==> src/rtl/gpio_pinmux_pkg.sv <==
package gpio_pinmux_pkg;
  localparam int unsigned PORT_PINS  = 16;
  localparam int unsigned WIN_BYTES  = 'h30;
  localparam int unsigned SPARE_PORT = 3;
  localparam int unsigned NUM_ALT    = 3;

  // stored kinds first, the sampled input last (it has no storage)
  typedef enum logic [2:0] {
    RK_OUT  = 3'd0,
    RK_DIR  = 3'd1,
    RK_FS0  = 3'd2,
    RK_FS1  = 3'd3,
    RK_OD   = 3'd4,
    RK_PSEL = 3'd5,
    RK_PEN  = 3'd6,
    RK_IN   = 3'd7
  } reg_kind_e;

  localparam int unsigned NUM_STORED = 7;

  // byte address of one register of one port, with the short port's relocations
  function automatic int unsigned reg_addr(int unsigned port, reg_kind_e kind);
    int unsigned base;
    bit          spare;
    base  = WIN_BYTES * port;
    spare = (port == SPARE_PORT);
    case (kind)
      RK_OUT:  return base;
      RK_IN:   return base + 'h04;
      RK_DIR:  return base + 'h08;
      RK_FS0:  return base + 'h0C;
      RK_FS1:  return spare ? (WIN_BYTES + 'h24) : (base + 'h10);
      RK_OD:   return spare ? 'h24 : (base + 'h14);
      RK_PSEL: return spare ? 'h28 : (base + 'h1C);
      default: return spare ? 'h2C : (base + 'h20);
    endcase
  endfunction
endpackage

==> src/rtl/gpio_pinmux_regs.sv <==
module gpio_pinmux_regs
  import gpio_pinmux_pkg::*;
#(
  parameter int unsigned NUM_PINS = 56,
  parameter int unsigned ADDR_W   = 8
) (
  input  logic                clk,
  input  logic                rst_n,
  input  logic [ADDR_W-1:0]   addr,
  input  logic                wr_en,
  input  logic [15:0]         wr_data,
  input  logic [NUM_PINS-1:0] in_bits,
  output logic [15:0]         rd_data,
  output logic [NUM_PINS-1:0] out_bits,
  output logic [NUM_PINS-1:0] dir_bits,
  output logic [NUM_PINS-1:0] fs0_bits,
  output logic [NUM_PINS-1:0] fs1_bits,
  output logic [NUM_PINS-1:0] od_bits,
  output logic [NUM_PINS-1:0] psel_bits,
  output logic [NUM_PINS-1:0] pen_bits
);
  localparam int unsigned NUM_PORTS = (NUM_PINS + PORT_PINS - 1) / PORT_PINS;
  localparam int unsigned FLAT      = NUM_PORTS * PORT_PINS;
  localparam logic [FLAT-1:0] VALID = {FLAT{1'b1}} >> (FLAT - NUM_PINS);

  logic [FLAT-1:0] store [NUM_STORED];
  logic [FLAT-1:0] in_flat;

  assign in_flat = FLAT'(in_bits);

  always_ff @(posedge clk or negedge rst_n) begin
    if (!rst_n) begin
      for (int k = 0; k < NUM_STORED; k++) store[k] <= '0;
    end else if (wr_en) begin
      for (int k = 0; k < NUM_STORED; k++) begin
        for (int p = 0; p < NUM_PORTS; p++) begin
          if (addr == ADDR_W'(reg_addr(p, reg_kind_e'(k))))
            store[k][p*PORT_PINS +: PORT_PINS] <= wr_data & VALID[p*PORT_PINS +: PORT_PINS];
        end
      end
    end
  end

  always_comb begin
    rd_data = '0;
    for (int p = 0; p < NUM_PORTS; p++) begin
      for (int k = 0; k < NUM_STORED; k++) begin
        if (addr == ADDR_W'(reg_addr(p, reg_kind_e'(k))))
          rd_data = rd_data | store[k][p*PORT_PINS +: PORT_PINS];
      end
      if (addr == ADDR_W'(reg_addr(p, RK_IN)))
        rd_data = rd_data | in_flat[p*PORT_PINS +: PORT_PINS];
    end
  end

  assign out_bits  = store[RK_OUT][NUM_PINS-1:0];
  assign dir_bits  = store[RK_DIR][NUM_PINS-1:0];
  assign fs0_bits  = store[RK_FS0][NUM_PINS-1:0];
  assign fs1_bits  = store[RK_FS1][NUM_PINS-1:0];
  assign od_bits   = store[RK_OD][NUM_PINS-1:0];
  assign psel_bits = store[RK_PSEL][NUM_PINS-1:0];
  assign pen_bits  = store[RK_PEN][NUM_PINS-1:0];
endmodule

==> src/rtl/gpio_pinmux_sync.sv <==
module gpio_pinmux_sync #(
  parameter int unsigned W = 56
) (
  input  logic         clk,
  input  logic         rst_n,
  input  logic [W-1:0] d,
  output logic [W-1:0] q
);
  logic [W-1:0] stage1;

  always_ff @(posedge clk or negedge rst_n) begin
    if (!rst_n) begin
      stage1 <= '0;
      q      <= '0;
    end else begin
      stage1 <= d;
      q      <= stage1;
    end
  end
endmodule

==> src/rtl/gpio_pinmux_lane.sv <==
module gpio_pinmux_lane
  import gpio_pinmux_pkg::*;
(
  input  logic               gpio_out,
  input  logic               gpio_dir,
  input  logic               fs0,
  input  logic               fs1,
  input  logic               od,
  input  logic               pen,
  input  logic               psel,
  input  logic               in_sync,
  input  logic [NUM_ALT-1:0] alt_out,
  input  logic [NUM_ALT-1:0] alt_oe,
  output logic               pad_out,
  output logic               pad_oe,
  output logic               pull_up,
  output logic               pull_dn,
  output logic [NUM_ALT-1:0] alt_in
);
  logic [1:0] code;
  logic [1:0] sel;
  logic       drv;
  logic       en;

  assign code = {fs1, fs0};
  assign sel  = code - 2'd1;

  always_comb begin
    drv    = gpio_out;
    en     = gpio_dir;
    alt_in = '0;
    if (code != 2'd0) begin
      drv         = alt_out[sel];
      en          = alt_oe[sel];
      alt_in[sel] = in_sync;
    end
  end

  assign pad_out = drv;
  assign pad_oe  = en & ~(od & drv);
  assign pull_up = pen & psel;
  assign pull_dn = pen & ~psel;
endmodule

==> src/rtl/gpio_pinmux.sv <==
module gpio_pinmux
  import gpio_pinmux_pkg::*;
#(
  parameter int unsigned NUM_PINS = 56,
  parameter int unsigned ADDR_W   = 8
) (
  input  logic                              clk,
  input  logic                              rst_n,
  input  logic [ADDR_W-1:0]                 addr,
  input  logic                              wr_en,
  input  logic [15:0]                       wr_data,
  output logic [15:0]                       rd_data,
  input  logic [NUM_PINS-1:0]               pad_in,
  output logic [NUM_PINS-1:0]               pad_out,
  output logic [NUM_PINS-1:0]               pad_oe,
  output logic [NUM_PINS-1:0]               pad_pull_up,
  output logic [NUM_PINS-1:0]               pad_pull_dn,
  input  logic [NUM_ALT-1:0][NUM_PINS-1:0]  alt_out,
  input  logic [NUM_ALT-1:0][NUM_PINS-1:0]  alt_oe,
  output logic [NUM_ALT-1:0][NUM_PINS-1:0]  alt_in
);
  logic [NUM_PINS-1:0] out_bits, dir_bits, fs0_bits, fs1_bits;
  logic [NUM_PINS-1:0] od_bits, psel_bits, pen_bits, sync_bits;
  logic [NUM_ALT-1:0]  lane_ao [NUM_PINS];
  logic [NUM_ALT-1:0]  lane_ae [NUM_PINS];
  logic [NUM_ALT-1:0]  lane_ai [NUM_PINS];

  gpio_pinmux_sync #(.W(NUM_PINS)) u_sync (
    .clk(clk), .rst_n(rst_n), .d(pad_in), .q(sync_bits)
  );

  gpio_pinmux_regs #(.NUM_PINS(NUM_PINS), .ADDR_W(ADDR_W)) u_regs (
    .clk(clk), .rst_n(rst_n), .addr(addr), .wr_en(wr_en), .wr_data(wr_data),
    .in_bits(sync_bits), .rd_data(rd_data),
    .out_bits(out_bits), .dir_bits(dir_bits), .fs0_bits(fs0_bits),
    .fs1_bits(fs1_bits), .od_bits(od_bits), .psel_bits(psel_bits),
    .pen_bits(pen_bits)
  );

  // regroup the alternate-function buses from per-function to per-pin
  always_comb begin
    for (int i = 0; i < NUM_PINS; i++) begin
      for (int a = 0; a < NUM_ALT; a++) begin
        lane_ao[i][a] = alt_out[a][i];
        lane_ae[i][a] = alt_oe[a][i];
        alt_in[a][i]  = lane_ai[i][a];
      end
    end
  end

  for (genvar i = 0; i < NUM_PINS; i++) begin : g_lane
    gpio_pinmux_lane u_lane (
      .gpio_out(out_bits[i]), .gpio_dir(dir_bits[i]),
      .fs0(fs0_bits[i]), .fs1(fs1_bits[i]), .od(od_bits[i]),
      .pen(pen_bits[i]), .psel(psel_bits[i]), .in_sync(sync_bits[i]),
      .alt_out(lane_ao[i]), .alt_oe(lane_ae[i]),
      .pad_out(pad_out[i]), .pad_oe(pad_oe[i]),
      .pull_up(pad_pull_up[i]), .pull_dn(pad_pull_dn[i]),
      .alt_in(lane_ai[i])
    );
  end
endmodule

==> config.mk <==
export PLATFORM = sky130hd
export DESIGN_NAME = gpio_pinmux
export DESIGN_NICKNAME = d
export VERILOG_FILES = /design/src/rtl/gpio_pinmux_pkg.sv /design/src/rtl/gpio_pinmux_regs.sv /design/src/rtl/gpio_pinmux_sync.sv /design/src/rtl/gpio_pinmux_lane.sv /design/src/rtl/gpio_pinmux.sv
export SDC_FILE = /design/constraint.sdc
export NUM_CORES = 1
export LEC_CHECK = 0
export ABC_AREA = 1
export ABC_CLOCK_PERIOD_IN_PS = 2500
export BUFFER_PORTS_ARGS = -buffer_cell sky130_fd_sc_hd__buf_2
export CAP_MARGIN = 30
export CORE_AREA = 4 4 316 318
export DETAILED_ROUTE_END_ITERATION = 6
export DIE_AREA = 0 0 320 322
export GPL_ROUTABILITY_DRIVEN = 0
export HOLD_SLACK_MARGIN = 0.15
export SETUP_SLACK_MARGIN = 0.1
export SYNTH_ARGS = -nofsm -noshare
export SYNTH_HDL_FRONTEND = slang
export SYNTH_SLANG_ARGS = --single-unit
==> constraint.sdc <==
create_clock -name clk -period 2.5 [get_ports clk]
set_input_delay 0.375 -clock clk [delete_from_list [all_inputs] [get_ports clk]]
set_output_delay 0.375 -clock clk [all_outputs]
set_load 0.02 [all_outputs]
==> results.yml, run 1 <==
sta:
  slew_headroom_pct: 39.2
  achievable-frequency_mhz: 404
  timing.setup.tns_ps: 0
  tightest_slew_ps: 911
  finalWorstPathRequiredPeriod_ps: 2480
  post-route-period-util_pct: 99.1
  final-max-slew-violation-count: 0
  number_of_failing_hold_endpoints_at_the_final_stage: 0
  setup_viol: 0
  postLayoutSetupSlackWorst_ps: 22.9
  finalClockSkew_ps: 5.02
  holdWs_ps: 308
  unrepaired_setup_endpoints_after_global_routing: "yes"
setup_path:
  critical_path.startpoint_type: "flop"
  critPathRequiredTime_ps: 2120
  worst_path_most_repeated_cell: "inv_2"
  crit_path_cell_trace: "inv_2, ha_4, inv_2, nor2_1, o21ai_1, a21oi_2, nand2_1, nand3_1, inv_1, buf_6"
  endpoint_kind: "output pin"
  timing.critical_path.fanout_max: 3
  slowest_delay_ps: 410
  critPathArrivalTime_ps: 2100
  path_class: "flop to output pin"
  cp_slowest_cell: "dfrtp_1"
clock_tree:
  clock_pin_slew_reported_for_the_worst_setup_and_hold_paths_after_clock_tree_synthesis_ps: 60
  clk-insertion-delay-late_ps: 610
  cts_max_path_buffers: 3
  clockRootBuffer: "clkbuf_16"
  cts_buffers: 57
  tritoncts: "yes"
  clock_sink_count: 504
  htree_num_levels: 2
job:
  cap_violations: 0
placed_design:
  hpwl_um: 111000
  io_buffers: 826
  pre_cts_slack_ps: -181
  dpl_cell_area_mm2: 0.0379
synth:
  postSynth.topFlopCell: "dfrtp_1"
  netlist_area_pre_place_mm2: 0.0323
  ys_async_sr_fraction_pct: 100
  total_nets_after_synthesis: 5107
  combinational_family_with_the_most_area_after_synthesis: "simple AND/OR/NAND/NOR gates"
  synth-edff-count: 0
  synthDistinctLibCells: 25
  postSynthAreaPerCell_um2: 7.24
  synth.yosys.seq_area_share_pct: 39.0
  synth.yosys.warnings: 0
  ys_seq_elements: 504
  syn_inst: 4464
  synth_xor_xnor_area_share_pct: 0
  yosys.area_share.simple_pct: 28.0
  synth_adder_area_share_pct: 8.67
  synth_mux_area_share_pct: 0
  synth_compound_gate_area_share_pct: 11.7
routing:
  wl_per_cell_um: 22.2
  post-route-drc-count: 0
  dr.first_iter.drc_count: 2832
  dr_total_vias: 34800
  route.final.wire_length_um: 152000
  drt_first_pass_iters: 5
  vias_per_cell: 5.10
  postRouteAntennaNets: 0
cells_and_area:
  layout_common_cells: "nand2_1 (1011), buf_2 (711), nor2_1 (504), dfrtp_1 (481), o21ai_0 (454)"
  ratio_of_cells_with_drive_above_1_in_the_final_layout_pct: 37.6
  layout.cells.most_common: "nand2_1"
  final_cell_area_mm2: 0.0458
  final_net_count: 6152
  area_delta_synth_final_pct: 41.5
global_routing:
  grt_pass1_vias: 33300
  global_route_wire_length_before_repair_um: 209000
  grt_remaining_overflow: 0
  grt_start_max_net_pins: 80
  grt_util_all_layers_pct: 26.5
  antenna_found_initial: 5
power_and_ir_drop:
  p_comb_share_pct: 21.3
  power_leakage_nw: 23.6
  sw_frac_of_total_pct: 30.1
  fin_total_pwr_mw: 22.5
  clockPowerShare_pct: 38.4
  worst_ir_drop_vdd_uv: 399
  net-switching-power_mw: 6.77
  total_internal_power_mw: 15.8
  pwr_density_cell_mw_per_mm2: 492
  pwr-share-seq_pct: 40.3
floorplanning:
  die-width_um: 320
  floorplan.rows: 114
  initial_core_utilization_pct: 33.5
  io_pins: 827
  die_area_mm2: 0.103
  dieHeight_um: 322
  core_area_mm2: 0.0966
run_status:
  status: "finished, final reports clean"
min_path:
  hold_path_class: "input port to flop"
-- worst paths after layout --
| kind | start | to | slack (ps) | depth (start not counted) |
|---|---|---|---|---|
| max in group asynchronous | rst_n | u_regs.fs1_bits[4] | 1270 | 3 |
| max | u_regs.fs0_bits[37] | pad_oe[37] | 20 | 10 |
| min reg2reg | u_sync.stage1[41] | u_sync.q[41] | 350 | 0 |
| min in group asynchronous | rst_n | u_sync.q[20] | 330 | 2 |
| min | wr_data[3] | u_regs.fs0_bits[3] | 310 | 4 |
| max reg2reg | u_regs.fs0_bits[13] | u_regs.fs0_bits[13] | 1520 | 4 |
-- stage by stage --
| step | utilization [%] | instances |
|---|---|---|
| floorplan | - | 4464 |
| global placement | 39.2 | 6406 |
| detailed placement | 39.2 | 6406 |
| CTS | 44.5 | 6707 |
| global route | 47.4 | 6827 |
| finish | 47.4 | 6828 |
-- layout make-up --
type                            count  area, µm²
Inverter                          426       1710
Clock inverter                     25        275
Sequential cell                   504      12600
Multi-Input combinational cell   3129      17600
Timing Repair Buffer             1391      10300
Tap cell                         1276       1600
Fill cell                        9432      50800
Clock buffer                       74       1630
Antenna cell                        3       7.51
-- layer usage --
layer | global-route usage [%] | share of wire (%) | vias up
met3 | 4.40 | 7.7 | 356
met5 | 0 | 0 | -
met4 | 10.7 | 4.9 | 0
li1 | - | - | 16200
met2 | 48.0 | 50 | 1656
met1 | 31.3 | 38 | 16600
-- flip-flops by register name (all words and copies together), names as in the netlist --
register / count
u_regs.dir_bits: 56
u_regs.fs0_bits: 56
u_regs.fs1_bits: 56
u_regs.od_bits: 56
u_regs.out_bits: 56
u_regs.pen_bits: 56
u_regs.psel_bits: 56
u_sync.q: 56
u_sync.stage1: 56
-- power groups by stage --
stage               Sequential [mW]  Clock (mW)  Combinational [mW]
global placement               9.21           0                3.40
finish                         9.07        8.65                4.80
global route                   9.10        9.15                5.19
CTS                            9.06        8.83                4.23
detailed placement             9.21           0                3.44
floorplan                      9.00           0                2.21
-- what timing repair did --
| action | in CTS | in global routing |
|---|---|---|
| gates cloned | 1 | 21 |
| setup endpoints to repair | 122 | 116 |
| resized for setup | 531 | 460 |
| endpoints found under the hold margin | 98 | 0 |
| pin swaps | 165 | 200 |
| setup buffers | 144 | 99 |
| hold buffers | 57 | 0 |
-- synth_stat cells, drive strengths merged, types with 56 or more instances --
| cell | count | area [µm²] |
|---|---|---|
| a21oi | 56 | 280 |
| a31oi | 112 | 701 |
| buf | 302 | 2090 |
| clkbuf | 103 | 387 |
| dfrtp | 504 | 12600 |
| ha | 224 | 2800 |
| inv | 426 | 1600 |
| nand2 | 1075 | 4060 |
| nand3 | 429 | 2220 |
| nor2 | 613 | 2400 |
| o21ai | 560 | 2800 |
| or2 | 56 | 350 |
-- cells by family (layout without fill, tap and decap cells) --
logic type / after synthesis / in the layout
AO/OA/AOI/OAI: 729 / 729
adder cells (fa/ha/maj): 224 / 224
buffers and inverters: 831 / 1916
flip-flops: 504 / 504
other: 0 / 3
AND/OR/NAND/NOR: 2176 / 2176
-- critical path: cells and delay by family (launching register included) --
kind | cells | cell delay [ps]
compound gates | 2 | 290
fa+ha+maj | 1 | 270
flops | 1 | 410
buf+inv | 4 | 300
simple gates | 3 | 230
(Power assumes the default switching activity.)
==> inputs of run 2 (changes only) <==
Settings changed: CELL_PAD_IN_SITES_DETAIL_PLACEMENT set to 0, CELL_PAD_IN_SITES_GLOBAL_PLACEMENT set to 1, CORE_AREA 4 4 316 318 to 4 4 320 322, DIE_AREA 0 0 320 322 to 0 0 324 326, PLACE_DENSITY_LB_ADDON set to 0.1.
==> results.yml, run 2 (synthesis results as in run 1) <==
sta:
  post-route-period-util_pct: 107
  final-max-slew-violation-count: 0
  number_of_failing_hold_endpoints_at_the_final_stage: 0
  achievable-frequency_mhz: 372
  postLayoutSetupSlackWorst_ps: -185
  finalWorstPathRequiredPeriod_ps: 2680
  slew_headroom_pct: 42.4
  tightest_slew_ps: 864
  setup_viol: 2
  unrepaired_setup_endpoints_after_global_routing: "yes"
  timing.setup.tns_ps: -233
  finalClockSkew_ps: 14.8
run_status:
  status: "finished with violations"
  failed_checks: "setup timing"
clock_tree:
  cts_max_path_buffers: 3
  tritoncts: "yes"
  clock_sink_count: 504
  clk-insertion-delay-late_ps: 610
  htree_num_levels: 3
  cts_buffers: 67
  clock_pin_slew_reported_for_the_worst_setup_and_hold_paths_after_clock_tree_synthesis_ps: 70
  clockRootBuffer: "clkbuf_16"
placed_design:
  hpwl_um: 115000
  io_buffers: 826
  dpl_cell_area_mm2: 0.0381
cells_and_area:
  area_delta_synth_final_pct: 39.9
  ff_latch_area_mm2: 0.0126
  final_cell_area_mm2: 0.0452
  ratio_of_cells_with_drive_above_1_in_the_final_layout_pct: 36.5
  n_fill_cell: 10300
  layout.cells.most_common: "nand2_1"
  layout_common_cells: "nand2_1 (1030), buf_2 (725), nor2_1 (514), dfrtp_1 (477), o21ai_0 (458)"
  final_core_util_pct: 45.4
  final_net_count: 6127
  multi_input_comb_area_mm2: 0.0173
routing:
  dr_total_vias: 33400
  dr.first_iter.drc_count: 2236
  route.final.wire_length_um: 151000
  top_layer_used: "met4"
  routed-wl-met3_um: 9420
  postRouteAntennaNets: 0
  routedLengthMet1_um: 59000
  drt_first_pass_iters: 6
  vias_per_cell: 4.89
  met2_wirelength_um: 77200
  wl_per_cell_um: 22.1
  post-route-drc-count: 0
floorplanning:
  io_pins: 827
  dieHeight_um: 326
  die_area_mm2: 0.106
  core_area_mm2: 0.0996
  die-width_um: 324
  initial_core_utilization_pct: 32.5
  floorplan.rows: 116
global_routing:
  grt_start_max_net_pins: 107
  grt_remaining_overflow: 0
  antenna_found_initial: 6
  grt_util_all_layers_pct: 27.2
  global_route_wire_length_before_repair_um: 214000
  grt_pass1_vias: 32900
power_and_ir_drop:
  clockPowerShare_pct: 42.2
  power_leakage_nw: 23.5
  net-switching-power_mw: 7.18
  total_internal_power_mw: 16.6
  sw_frac_of_total_pct: 30.3
  pwr-share-seq_pct: 38.2
  worst_ir_drop_vdd_uv: 390
  pwr_density_cell_mw_per_mm2: 525
  p_comb_share_pct: 19.6
setup_path:
  endpoint_kind: "output pin"
  critPathArrivalTime_ps: 2310
  critical_path.startpoint_type: "flop"
  critPathRequiredTime_ps: 2120
  path_class: "flop to output pin"
  timing.critical_path.fanout_max: 3
job:
  cap_violations: 0
min_path:
  hold_path_class: "input port to asynchronous set/reset pin"
-- run 2: cell types whose count changed in the layout (fill, tap and decap cells not counted), sizes merged, moves of 2 or more --
cell,delta
inv,+5
bufbuf,+2
clkbuf,+5
buf,-25
clkinv,-8
clkinvlp,+5
-- run 2: timing repair --
action,4_1_cts,5_1_grt
hold buffers,57,0
endpoints found under the hold margin,363,0
pin swaps,143,168
gates resized for setup,502,372
setup endpoints to repair,121,119
gates cloned,3,5
buffers inserted,151,56
-- run 2: critical path, stage by stage, from the launching register on --
cell,delay (ps)
dfrtp_1,400
inv_2,80
ha_4,270
inv_2,40
nor2_1,70
o21ai_1,80
a21oi_2,260
buf_4,180
nand2_4,50
nand3_4,90
inv_2,40
buf_6,120
-- run 2: through the flow --
| stage | power, mW | cells | hold slack [ps] | setup slack (ps) |
|---|---|---|---|---|
| 6_report | 23.8 | 6835 | 212 | -185 |
| 5_1_grt | 24.7 | 6831 | 229 | -270 |
| 4_1_cts | 23.6 | 6774 | 191 | -196 |
| 3_5_place_dp | 12.7 | 6446 | 232 | -166 |
| 3_3_place_gp | 12.7 | 6446 | 231 | -172 |
| 2_1_floorplan | 11.2 | 4464 | 79.4 | 609 |
-- run 2: power groups by stage --
stage	Clock (mW)	Combinational [mW]	Sequential, mW
3_3_place_gp	0	3.49	9.22
3_5_place_dp	0	3.49	9.21
6_report	10.0	4.66	9.06
4_1_cts	10.2	4.30	9.06
5_1_grt	10.5	5.09	9.10
2_1_floorplan	0	2.21	9.00
-- run 2: path summary, 6_finish.rpt --
kind                                  endpoint                 from  cells past startpoint  slack, ps
max in group asynchronous   u_regs.fs1_bits[5]                rst_n                      4       1250
max reg2reg                u_regs.fs1_bits[48]  u_regs.fs1_bits[48]                      4       1520
min in group clk           u_regs.fs1_bits[46]          wr_data[14]                      4        280
max                                 pad_oe[38]  u_regs.fs1_bits[38]                     11       -180
min reg2reg                       u_sync.q[16]    u_sync.stage1[16]                      0        340
min                          u_sync.stage1[20]                rst_n                      2        210
-- run 2: area by class of cell --
class / count / share of cell area [%]
flip-flops and latches: 504 / 28.0
clock inverters: 27 / 0.780
multi-input cells: 3129 / 38.3
repair buffers: 1356 / 21.3
diodes: 4 / 0.0221
inverters: 426 / 3.72
clock buffers: 91 / 4.24
well taps: 1298 / 3.59
-- run 2: layer usage --
metal | up-vias | track usage [%]
met2 | 1138 | 49.0
met1 | 15900 | 32.4
li1 | 16100 | -
met5 | - | 0
met4 | 0 | 9.39
met3 | 211 | 4.73
